File: config.mk
export PLATFORM = sky130hd
export DESIGN_NAME = dram_bank_timer
export DESIGN_NICKNAME = d
export VERILOG_FILES = /design/src/rtl/dbt_pkg.sv /design/src/rtl/dbt_countdown.sv /design/src/rtl/dbt_cfg.sv /design/src/rtl/dbt_burst.sv /design/src/rtl/dram_bank_timer.sv
export SDC_FILE = /design/constraint.sdc
export NUM_CORES = 1
export LEC_CHECK = 0
export BUFFER_PORTS_ARGS = -buffer_cell sky130_fd_sc_hd__buf_2
export CAP_MARGIN = 20
export CORE_AREA = 8 8 114 64
export DETAILED_ROUTE_END_ITERATION = 7
export DIE_AREA = 0 0 122 72
export PLACE_DENSITY = 0.77
export SKIP_LAST_GASP = 1
export SYNTH_ARGS = -nofsm -noshare
export SYNTH_HDL_FRONTEND = slang
export SYNTH_SLANG_ARGS = --single-unit
File: constraint.sdc
create_clock -name clk -period 2.2 [get_ports clk]
set_input_delay 0.22 -clock clk [delete_from_list [all_inputs] [get_ports clk]]
set_output_delay 0.22 -clock clk [all_outputs]
set_load 0.005 [all_outputs]
File: src/rtl/dbt_pkg.sv
package dbt_pkg;
  typedef enum logic [1:0] {
    OP_ACT  = 2'd0,
    OP_READ = 2'd1,
    OP_PRE  = 2'd2,
    OP_REF  = 2'd3
  } dbt_op_e;

  // clocks from a read until the prefetch buffer holds the data
  localparam int unsigned PF_FILL    = 4;
  // 8 beats, two per clock
  localparam int unsigned BURST_CLKS = 4;
  localparam int unsigned SLOT_W     = $clog2(BURST_CLKS);

  function automatic logic cl_usable(input int unsigned cl);
    return cl >= PF_FILL;
  endfunction
endpackage

File: src/rtl/dbt_countdown.sv
module dbt_countdown #(
  parameter int unsigned TW = 6
) (
  input  logic          clk,
  input  logic          rst_n,
  input  logic          load,
  input  logic [TW-1:0] len,
  output logic          done
);
  logic [TW-1:0] cnt;

  // value held in the cycle after loading; zero and one both give one cycle
  function automatic logic [TW-1:0] first_count(input logic [TW-1:0] n);
    return (n == '0) ? '0 : n - TW'(1);
  endfunction

  always_ff @(posedge clk) begin
    if (!rst_n)            cnt <= '0;
    else if (load)         cnt <= first_count(len);
    else if (cnt != '0)    cnt <= cnt - TW'(1);
  end

  assign done = (cnt == '0);
endmodule

File: src/rtl/dbt_cfg.sv
module dbt_cfg
  import dbt_pkg::*;
#(
  parameter int unsigned TW       = 6,
  parameter int unsigned DEF_CL   = 16,
  parameter int unsigned DEF_TRCD = 16,
  parameter int unsigned DEF_TRP  = 16,
  parameter int unsigned DEF_TRTP = 4
) (
  input  logic          clk,
  input  logic          rst_n,
  input  logic          load,
  input  logic [TW-1:0] cl_in,
  input  logic [TW-1:0] trcd_in,
  input  logic [TW-1:0] trp_in,
  input  logic [TW-1:0] trtp_in,
  output logic [TW-1:0] cl,
  output logic [TW-1:0] trcd,
  output logic [TW-1:0] trp,
  output logic [TW-1:0] trtp,
  output logic          err
);
  logic ok_load;
  logic bad_load;

  assign ok_load  = load && cl_usable(int'(cl_in));
  assign bad_load = load && !cl_usable(int'(cl_in));

  always_ff @(posedge clk) begin
    if (!rst_n) begin
      cl   <= TW'(DEF_CL);
      trcd <= TW'(DEF_TRCD);
      trp  <= TW'(DEF_TRP);
      trtp <= TW'(DEF_TRTP);
      err  <= 1'b0;
    end else begin
      err <= bad_load;
      if (ok_load) begin
        cl   <= cl_in;
        trcd <= trcd_in;
        trp  <= trp_in;
        trtp <= trtp_in;
      end
    end
  end


  cfg_cl_floor_chk: assert property (@(posedge clk) disable iff (!rst_n)
    cl >= TW'(PF_FILL));

  cfg_hold_on_err_chk: assert property (@(posedge clk) disable iff (!rst_n)
    bad_load |=> err && $stable(cl) && $stable(trcd) && $stable(trp) && $stable(trtp));
endmodule

File: src/rtl/dbt_burst.sv
module dbt_burst
  import dbt_pkg::*;
#(
  parameter int unsigned TW = 6
) (
  input  logic              clk,
  input  logic              rst_n,
  input  logic              start,
  input  logic [TW-1:0]     cl,
  output logic              busy,
  output logic              valid,
  output logic [SLOT_W-1:0] slot
);
  localparam logic [SLOT_W-1:0] LAST = SLOT_W'(BURST_CLKS - 1);

  logic          pend;
  logic [TW-1:0] cnt;
  logic          fire;

  // the latency count reaches its last cycle: burst shows next cycle
  assign fire = pend && (cnt == TW'(1));

  always_ff @(posedge clk) begin
    if (!rst_n) begin
      pend  <= 1'b0;
      cnt   <= '0;
      valid <= 1'b0;
      slot  <= '0;
    end else begin
      if (start) begin
        pend <= 1'b1;
        cnt  <= cl - TW'(1);
      end else if (fire) begin
        pend <= 1'b0;
      end else if (pend) begin
        cnt <= cnt - TW'(1);
      end

      if (fire) begin
        valid <= 1'b1;
        slot  <= '0;
      end else if (valid) begin
        if (slot == LAST) valid <= 1'b0;
        else              slot  <= slot + SLOT_W'(1);
      end
    end
  end

  assign busy = pend || valid;


  start_when_idle_chk: assert property (@(posedge clk) disable iff (!rst_n)
    start |-> !busy);

  burst_first_slot_chk: assert property (@(posedge clk) disable iff (!rst_n)
    $rose(valid) |-> slot == '0);

  burst_slot_step_chk: assert property (@(posedge clk) disable iff (!rst_n)
    valid && slot != LAST |=> valid && slot == $past(slot) + SLOT_W'(1));

  burst_ends_chk: assert property (@(posedge clk) disable iff (!rst_n)
    valid && slot == LAST |=> !valid);
endmodule

File: src/rtl/dram_bank_timer.sv
module dram_bank_timer
  import dbt_pkg::*;
#(
  parameter int unsigned TW       = 6,
  parameter int unsigned DEF_CL   = 16,
  parameter int unsigned DEF_TRCD = 16,
  parameter int unsigned DEF_TRP  = 16,
  parameter int unsigned DEF_TRTP = 4
) (
  input  logic              clk,
  input  logic              rst_n,
  input  logic              cfg_load,
  input  logic [TW-1:0]     cfg_cl,
  input  logic [TW-1:0]     cfg_trcd,
  input  logic [TW-1:0]     cfg_trp,
  input  logic [TW-1:0]     cfg_trtp,
  output logic              cfg_err,
  input  logic              cmd_valid,
  input  logic [1:0]        cmd_op,
  output logic              cmd_legal,
  output logic              row_open,
  output logic              burst_valid,
  output logic [SLOT_W-1:0] burst_slot
);
  logic [TW-1:0] t_cl, t_rcd, t_rp, t_rtp;
  logic rcd_done, rp_done, rtp_done, rd_busy;
  logic row_q;
  dbt_op_e op;
  logic acc_act, acc_rd, acc_pre, acc_ref;

  dbt_cfg #(.TW(TW), .DEF_CL(DEF_CL), .DEF_TRCD(DEF_TRCD),
            .DEF_TRP(DEF_TRP), .DEF_TRTP(DEF_TRTP)) u_cfg (
    .clk(clk), .rst_n(rst_n), .load(cfg_load),
    .cl_in(cfg_cl), .trcd_in(cfg_trcd), .trp_in(cfg_trp), .trtp_in(cfg_trtp),
    .cl(t_cl), .trcd(t_rcd), .trp(t_rp), .trtp(t_rtp), .err(cfg_err));

  assign op = dbt_op_e'(cmd_op);

  always_comb begin
    case (op)
      OP_ACT, OP_REF: cmd_legal = !row_q && rp_done;
      OP_READ:        cmd_legal = row_q && rcd_done && !rd_busy;
      OP_PRE:         cmd_legal = row_q && rtp_done;
      default:        cmd_legal = 1'b0;
    endcase
  end

  assign acc_act = cmd_valid && cmd_legal && (op == OP_ACT);
  assign acc_rd  = cmd_valid && cmd_legal && (op == OP_READ);
  assign acc_pre = cmd_valid && cmd_legal && (op == OP_PRE);
  assign acc_ref = cmd_valid && cmd_legal && (op == OP_REF);

  always_ff @(posedge clk) begin
    if (!rst_n)       row_q <= 1'b0;
    else if (acc_act) row_q <= 1'b1;
    else if (acc_pre) row_q <= 1'b0;
  end
  assign row_open = row_q;

  // open-to-read window
  dbt_countdown #(.TW(TW)) u_rcd (
    .clk(clk), .rst_n(rst_n), .load(acc_act), .len(t_rcd), .done(rcd_done));
  // close recovery window
  dbt_countdown #(.TW(TW)) u_rp (
    .clk(clk), .rst_n(rst_n), .load(acc_pre), .len(t_rp), .done(rp_done));
  // read-to-close window, prefetch fill only
  dbt_countdown #(.TW(TW)) u_rtp (
    .clk(clk), .rst_n(rst_n), .load(acc_rd), .len(t_rtp), .done(rtp_done));

  dbt_burst #(.TW(TW)) u_bst (
    .clk(clk), .rst_n(rst_n), .start(acc_rd), .cl(t_cl),
    .busy(rd_busy), .valid(burst_valid), .slot(burst_slot));


  act_opens_row_chk: assert property (@(posedge clk) disable iff (!rst_n)
    acc_act |=> row_open);

  read_needs_rcd_chk: assert property (@(posedge clk) disable iff (!rst_n)
    acc_rd |-> row_q && rcd_done);

  pre_closes_row_chk: assert property (@(posedge clk) disable iff (!rst_n)
    acc_pre |=> !row_open);

  ref_keeps_closed_chk: assert property (@(posedge clk) disable iff (!rst_n)
    acc_ref |=> !row_open);

  reject_keeps_row_chk: assert property (@(posedge clk) disable iff (!rst_n)
    !(cmd_valid && cmd_legal) |=> row_open == $past(row_open));
endmodule

After elaboration in Yosys (flattened, before gate mapping):

Index checks and enable logic that the tools add are counted.

* register bits after elaboration: 54
* latch bits: 0
* bits in writable memories: 0
* ROM bits: 0
* input bits: 30
* output and inout port bits: 6
* word-level logic and storage cells: 86
* memories: 0

* add/subtract/negate cells: 9
* multipliers: 0
* div/mod/pow operators: 0
* order comparisons: 1
* equality and inequality tests: 6
* shifts and indexed selects: 0
* mux-type cells: 20
* bitwise operators: 2
* reductions and logical operators: 35

Operators by type and width (count)
* 6-bit two-way mux: 12
* 6-bit by 1-bit subtractor with 6-bit output (second input constant): 8
* 6-bit logical NOT: 6
* 6-bit nonzero test: 3
* 2-bit nonzero test: 6
* 1-bit logical AND: 11
* 1-bit two-way mux: 7
* 2-bit equality test (second input constant): 3
* 6-bit by 1-bit equality test with 1-bit output (second input constant): 1
* 6-bit by 3-bit greater-or-equal comparator with 1-bit output (second input constant): 1
* 2-bit AND reduction: 2
* 2-bit OR reduction: 2
* 1-bit logical NOT: 3
* 1-bit one-hot mux with 3 select lines: 1
* 2-bit by 1-bit adder with 2-bit output (second input constant): 1
* 2-bit by 1-bit equality test with 1-bit output (second input constant): 1
* 2-bit logical NOT: 1
* 2-bit != test (second input constant): 1
* 1-bit inverter: 2
* 1-bit logical OR: 1

Longest topological paths before layout:

* depth in word-level cells: 8
* depth in mapped cells: 8
* gate-level depth less buffers: 7

Modules after synthesis:

From an unflattened synthesis, not the netlist that was laid out.

* cell total of the unflattened synthesis: 353
* area total of the unflattened synthesis: 3209.3 µm²

By module, submodules not included
* dbt_countdown: times used 3, cells an instance 50, area each 470.5 µm², sequential area each 120.1 µm²
* dbt_cfg: times used 1, cells an instance 108, area each 1007.2 µm², sequential area each 500.5 µm²
* dbt_burst: times used 1, cells an instance 71, area each 623.1 µm², sequential area each 200.2 µm²
* dram_bank_timer: times used 1, cells an instance 24, area each 167.7 µm², sequential area each 20.0 µm²

Least setup slack after synthesis:

No wires, ideal clock.

* kind: input port to flip-flop
* start point: input cmd_op[1]
* end point: register u_rcd.cnt[0]
* setup time: 0.072 ns
* data arrival time: 1.621 ns
* required time: 2.128 ns
* setup slack: 0.507 ns
* stages on the path: 7
* path buffers: 0
* path through: inv_1 > ha_1 > nor3b_1 > and4b_1 > o21a_1 > o21ai_2 > mux2i_1

* longest elaborated chain between the ends: 6
* elaborated cells between the ends (all ways): 10
* those cells by class: eq/ne: 3; mux: 2; reduce/logical: 5

Ends and longest elaborated chain
* from (decl): line dram_bank_timer.sv:19 `input logic [1:0] cmd_op,`
* 2-bit equality test or 2-bit logical NOT (tied branches): line dram_bank_timer.sv:40, dram_bank_timer.sv:48
* 2-bit OR reduction: line dram_bank_timer.sv:40 `case (op)`
* 1-bit one-hot mux with 3 select lines: line dram_bank_timer.sv:40
* 1-bit logical AND
* 1-bit logical AND *: line dram_bank_timer.sv:48 `assign acc_act = cmd_valid && cmd_legal && (op == OP_ACT);`
* 6-bit two-way mux or 2-bit nonzero test (tied branches)
* to (signal assigned): line dbt_countdown.sv:19 `else if (load) cnt <= first_count(len);`
* to (signal assigned): line dbt_countdown.sv:20 `else if (cnt != '0) cnt <= cnt - TW'(1);`
* to (decl): line dbt_countdown.sv:10 `logic [TW-1:0] cnt;`

Mark *: on every way between the ends. The rest lies on a longest branch, timed or not.
A chain may end at the register's enable or synchronous reset.

Final worst setup path:

* start point: register u_rcd.cnt[0]
* end point: register u_bst.cnt[0]

* longest elaborated chain between the ends: 8
* elaborated cells between the ends (all ways): 10
* those cells by class: eq/ne: 1; mux: 2; reduce/logical: 7

Ends and longest elaborated chain
* 6-bit logical NOT *: line dbt_countdown.sv:23 `assign done = (cnt == '0);`
* 1-bit logical AND * (2 in series): line dram_bank_timer.sv:42 `OP_READ: cmd_legal = row_q && rcd_done && !rd_busy;`
* 1-bit one-hot mux with 3 select lines *: line dram_bank_timer.sv:40
* 1-bit logical AND *
* 1-bit logical AND *: line dram_bank_timer.sv:49 `assign acc_rd = cmd_valid && cmd_legal && (op == OP_READ);`
* 2-bit != test (no source line) or 2-bit nonzero test (tied branches)
* 2-bit AND reduction (no source line)
* to (signal assigned): line dbt_burst.sv:32 `cnt <= cl - TW'(1);`
* to (signal assigned): line dbt_burst.sv:36 `cnt <= cnt - TW'(1);`
* to (decl): line dbt_burst.sv:17 `logic [TW-1:0] cnt;`

Marks and branches as above.

==> metrics.json <==
{
  "run_status": {
    "outcome": "completed"
  },
  "detailed_routing": {
    "post_drt_via_cell_ratio": 5.32,
    "routedLengthMet1_um": 3870,
    "routed_wire_length_per_instance_um": 14.4,
    "via_count": 2597,
    "drc": 0,
    "met3WireLength_um": 513,
    "postRouteAntennaNets": 0,
    "route.final.wire_length_um": 7050,
    "detailroute.wirelength.met2_um": 2620,
    "drt_first_iter_violations": 163,
    "number_of_iterations_in_the_first_detailed_routing_pass": 4,
    "highest_layer": "met4"
  },
  "grt": {
    "first_global_vias": 2566,
    "grt_start_max_net_pins": 24,
    "grt_antenna_before_repair": 0,
    "globalRouteTotalUtil_pct": 17.2,
    "grt_pass1_wl_um": 12300,
    "globalRouteOverflowTotal": 0
  },
  "setup_path": {
    "regToRegSetupSlack_ns": 0.16,
    "crit_path_max_fanout": 9,
    "cp.arrival_ns": 2.29,
    "data_required_time_of_the_worst_path_ns": 2.44,
    "critPathKind": "reg -> reg",
    "worstRegToRegCells": 7,
    "timing.rr.start": "u_rcd.cnt[0]",
    "critPathLaunchType": "flop",
    "worstSetupEndpointType": "flop",
    "critical_path.reg2reg.endpoint": "u_bst.cnt[0]"
  },
  "place": {
    "gpl.final_weighted_congestion": 0.842,
    "numPortBuffers": 35,
    "hpwl_um": 5580,
    "detailedPlace.worstSlack_ns": 0.0826
  },
  "timing": {
    "worstMarginPinSlew_ns": 0.570,
    "min_period_over_period_pct": 92.9,
    "finalSetupTns_ns": 0,
    "max_freq_mhz": 489,
    "final_period_minus_worst_setup_slack_ns": 2.04,
    "finalHoldViolations": 0,
    "setup_viol": 0,
    "clock_skew_ns": 0.0115,
    "setup_ws_ns": 0.156,
    "worst_slew_margin_rel_pct": 61.7,
    "final-max-slew-violation-count": 0,
    "grt_setup_unrepaired": "no"
  },
  "logic_synthesis": {
    "synth_area_per_cell_um2": 8.41,
    "yosys_most_used_dff": "sky130_fd_sc_hd__dfxtp_1",
    "synth_cell_type_count": 46,
    "syn-cell-area_mm2": 0.00314,
    "synthCells": 374,
    "synth-seq-area-share_pct": 34.4,
    "synth.ff_latch_count": 54,
    "mappedNetlistNets": 423,
    "synth_async_sr_flop_share_pct": 0,
    "synth_enable_flop_cells": 0,
    "synthesis.yosys.warnings": 0
  },
  "cts": {
    "cts-resized-gates": 0,
    "cts-buffers-inserted": 5,
    "holdBufCountCts": 0,
    "tritoncts_clock_tree": "yes",
    "max-clock-path-buffers": 2,
    "cts-htree-levels": 2,
    "clk-insertion-delay-late_ns": 0.31,
    "tritoncts_num_sinks": 54,
    "cts.reportedPaths.clkPinSlew_ns": 0.10,
    "cts.root.buffer_cell": "sky130_fd_sc_hd__clkbuf_8"
  },
  "worst_hold_path": {
    "min_path_type": "in -> reg",
    "timing.hold.worst_endpoint": "u_cfg.trcd[4]",
    "holdCritStartpoint": "cfg_trcd[4]",
    "hold_path_depth": 3
  },
  "power": {
    "vdd.ir_drop.worst_v": 0.000628,
    "leakage_nw": 1.59,
    "power-per-cell-area_mw_per_mm2": 935
  },
  "layout": {
    "design.final.nets": 460,
    "layout-area-overhead-vs-synth_pct": 11.2,
    "finalCoreUtilization_pct": 61.0,
    "fraction_of_layout_cells_with_a_size_suffix_above_1_pct": 15.6,
    "num_antenna_cells": 0
  },
  "floorplanning": {
    "core_area_mm2": 0.00573,
    "die_width_um": 122,
    "start_util_pct": 54.9,
    "count_of_boundary_i_o_pins": 36,
    "core.rowCount": 20,
    "floorplan.die.height_um": 72,
    "design.die.area_mm2": 0.00878
  },
  "flow_run": {
    "cap_violations": 0
  }
}
## flip-flops by register name (all words and copies together), names as in the netlist
| signal | cells |
|---|---|
| u_rp.cnt | 6 |
| u_cfg.trtp | 6 |
| u_rtp.cnt | 6 |
| u_cfg.err | 1 |
| u_cfg.trp | 6 |
| u_bst.valid | 1 |
| u_rcd.cnt | 6 |
| row_open | 1 |
| u_bst.pend | 1 |
| u_bst.slot | 2 |
| u_cfg.trcd | 6 |
| u_cfg.cl | 6 |
| u_bst.cnt | 6 |
## synthesized netlist by cell type, types with 4 or more instances
| cell | count | area share [%] |
|---|---|---|
| sky130_fd_sc_hd__nand2_1 | 77 | 9.2 |
| sky130_fd_sc_hd__dfxtp_1 | 54 | 34 |
| sky130_fd_sc_hd__a21boi_0 | 22 | 5.3 |
| sky130_fd_sc_hd__ha_1 | 19 | 7.6 |
| sky130_fd_sc_hd__inv_1 | 19 | 2.3 |
| sky130_fd_sc_hd__nor3_1 | 17 | 2.7 |
| sky130_fd_sc_hd__mux2i_1 | 15 | 4.8 |
| sky130_fd_sc_hd__nand3_1 | 15 | 2.4 |
| sky130_fd_sc_hd__xnor2_1 | 14 | 3.9 |
| sky130_fd_sc_hd__xor2_1 | 14 | 3.9 |
| sky130_fd_sc_hd__clkbuf_1 | 12 | 1.4 |
| sky130_fd_sc_hd__nor2_1 | 11 | 1.3 |
| sky130_fd_sc_hd__nand4_1 | 8 | 1.6 |
| sky130_fd_sc_hd__o31ai_1 | 8 | 1.9 |
| sky130_fd_sc_hd__nor2b_1 | 7 | 1.4 |
| sky130_fd_sc_hd__o21ai_0 | 6 | 0.96 |
| sky130_fd_sc_hd__and2_1 | 5 | 0.99 |
| sky130_fd_sc_hd__nand2b_1 | 5 | 0.99 |
| sky130_fd_sc_hd__mux2_2 | 4 | 1.4 |
| sky130_fd_sc_hd__o211ai_1 | 4 | 0.96 |
## power breakdown
part	internal [W]	switching, W	total (W)	leakage, nW
Combinational	0.000666	0.000733	0.00140	1.11
Sequential	0.00116	0.000168	0.00133	0.444
Clock	0.000219	0.000320	0.000539	0.0373
## worst max-delay path: stages (launching register included)
cell and delay, ns:
sky130_fd_sc_hd__dfxtp_1 0.36, sky130_fd_sc_hd__inv_1 0.10, sky130_fd_sc_hd__ha_1 0.24, sky130_fd_sc_hd__and4b_1 0.26
sky130_fd_sc_hd__o21a_1 0.24, sky130_fd_sc_hd__o21ai_2 0.37, sky130_fd_sc_hd__buf_4 0.21, sky130_fd_sc_hd__mux2i_1 0.19
## how the worst max path moves through the flow
stage / start / to / slack (ns) / depth (start not counted)
after floorplan: cmd_op[1] / u_rcd.cnt[0] / 0.51 / 7
after global placement: cmd_op[1] / u_bst.cnt[1] / 0.21 / 9
after CTS: u_rcd.cnt[0] / u_bst.cnt[0] / 0.17 / 7
after detailed placement: cmd_op[1] / u_bst.cnt[0] / 0.08 / 9
final: u_rcd.cnt[0] / u_bst.cnt[0] / 0.16 / 7
after global routing: u_rcd.cnt[0] / u_bst.cnt[3] / 0.05 / 7
## through the flow
step,hold WS [ns],area [µm²],total power (W),instances
2_1_floorplan,0.344,3140,0.00239,374
3_3_place_gp,0.433,3400,0.00263,479
3_5_place_dp,0.436,3400,0.00270,479
4_1_cts,0.104,3480,0.00324,486
5_1_grt,0.112,3500,0.00351,488
6_report,0.109,3500,0.00327,488
## routing by layer
| layer | track usage [%] | vias to the layer above |
|---|---|---|
| li1 | - | 1354 |
| met1 | 25.9 | 1165 |
| met2 | 23.1 | 73 |
| met3 | 4.80 | 5 |
| met4 | 4.07 | 0 |
| met5 | 0 | - |
## kinds of logic after synthesis
family / synth area share (%)
multiplexers: 6.21
buffers and inverters: 4.42
XOR/XNOR: 7.80
adder cells (fa/ha/maj): 7.56
AND/OR/NAND/NOR: 26.5
AO/OA/AOI/OAI: 13.2
flip-flops: 34.4
## cell usage in the layout (no fill, tap or decap), drive strengths merged, types with 4 or more instances in the layout
cell type  netlist  layout
nand2           77      77
dfxtp           54      54
buf              2      44
a21boi          22      22
inv             19      19
ha              19      19
nor3            18      18
nand3           15      15
mux2i           15      15
xor2            14      14
xnor2           14      14
nor2            11      11
o31ai            8       8
nand4            8       8
o21ai            8       8
nor2b            7       7
and2             6       6
clkbuf          12       6
nand2b           5       5
o211ai           5       5
mux2             4       4
nor3b            4       4
## cell type report
cell class,instances,area [µm²]
clock inverter,1,7.51
timing repair buffer,44,243
clock buffer,6,72.6
inverter,19,71.3
tap,77,96.3
sequential,54,1080
multi-input combinational,287,1920
fill,519,2230
## repair_timing
action	in CTS	in global routing
setup endpoints to repair	0	1
setup buffers	0	1
hold endpoints to repair	0	0
(Power assumes the default switching activity.)
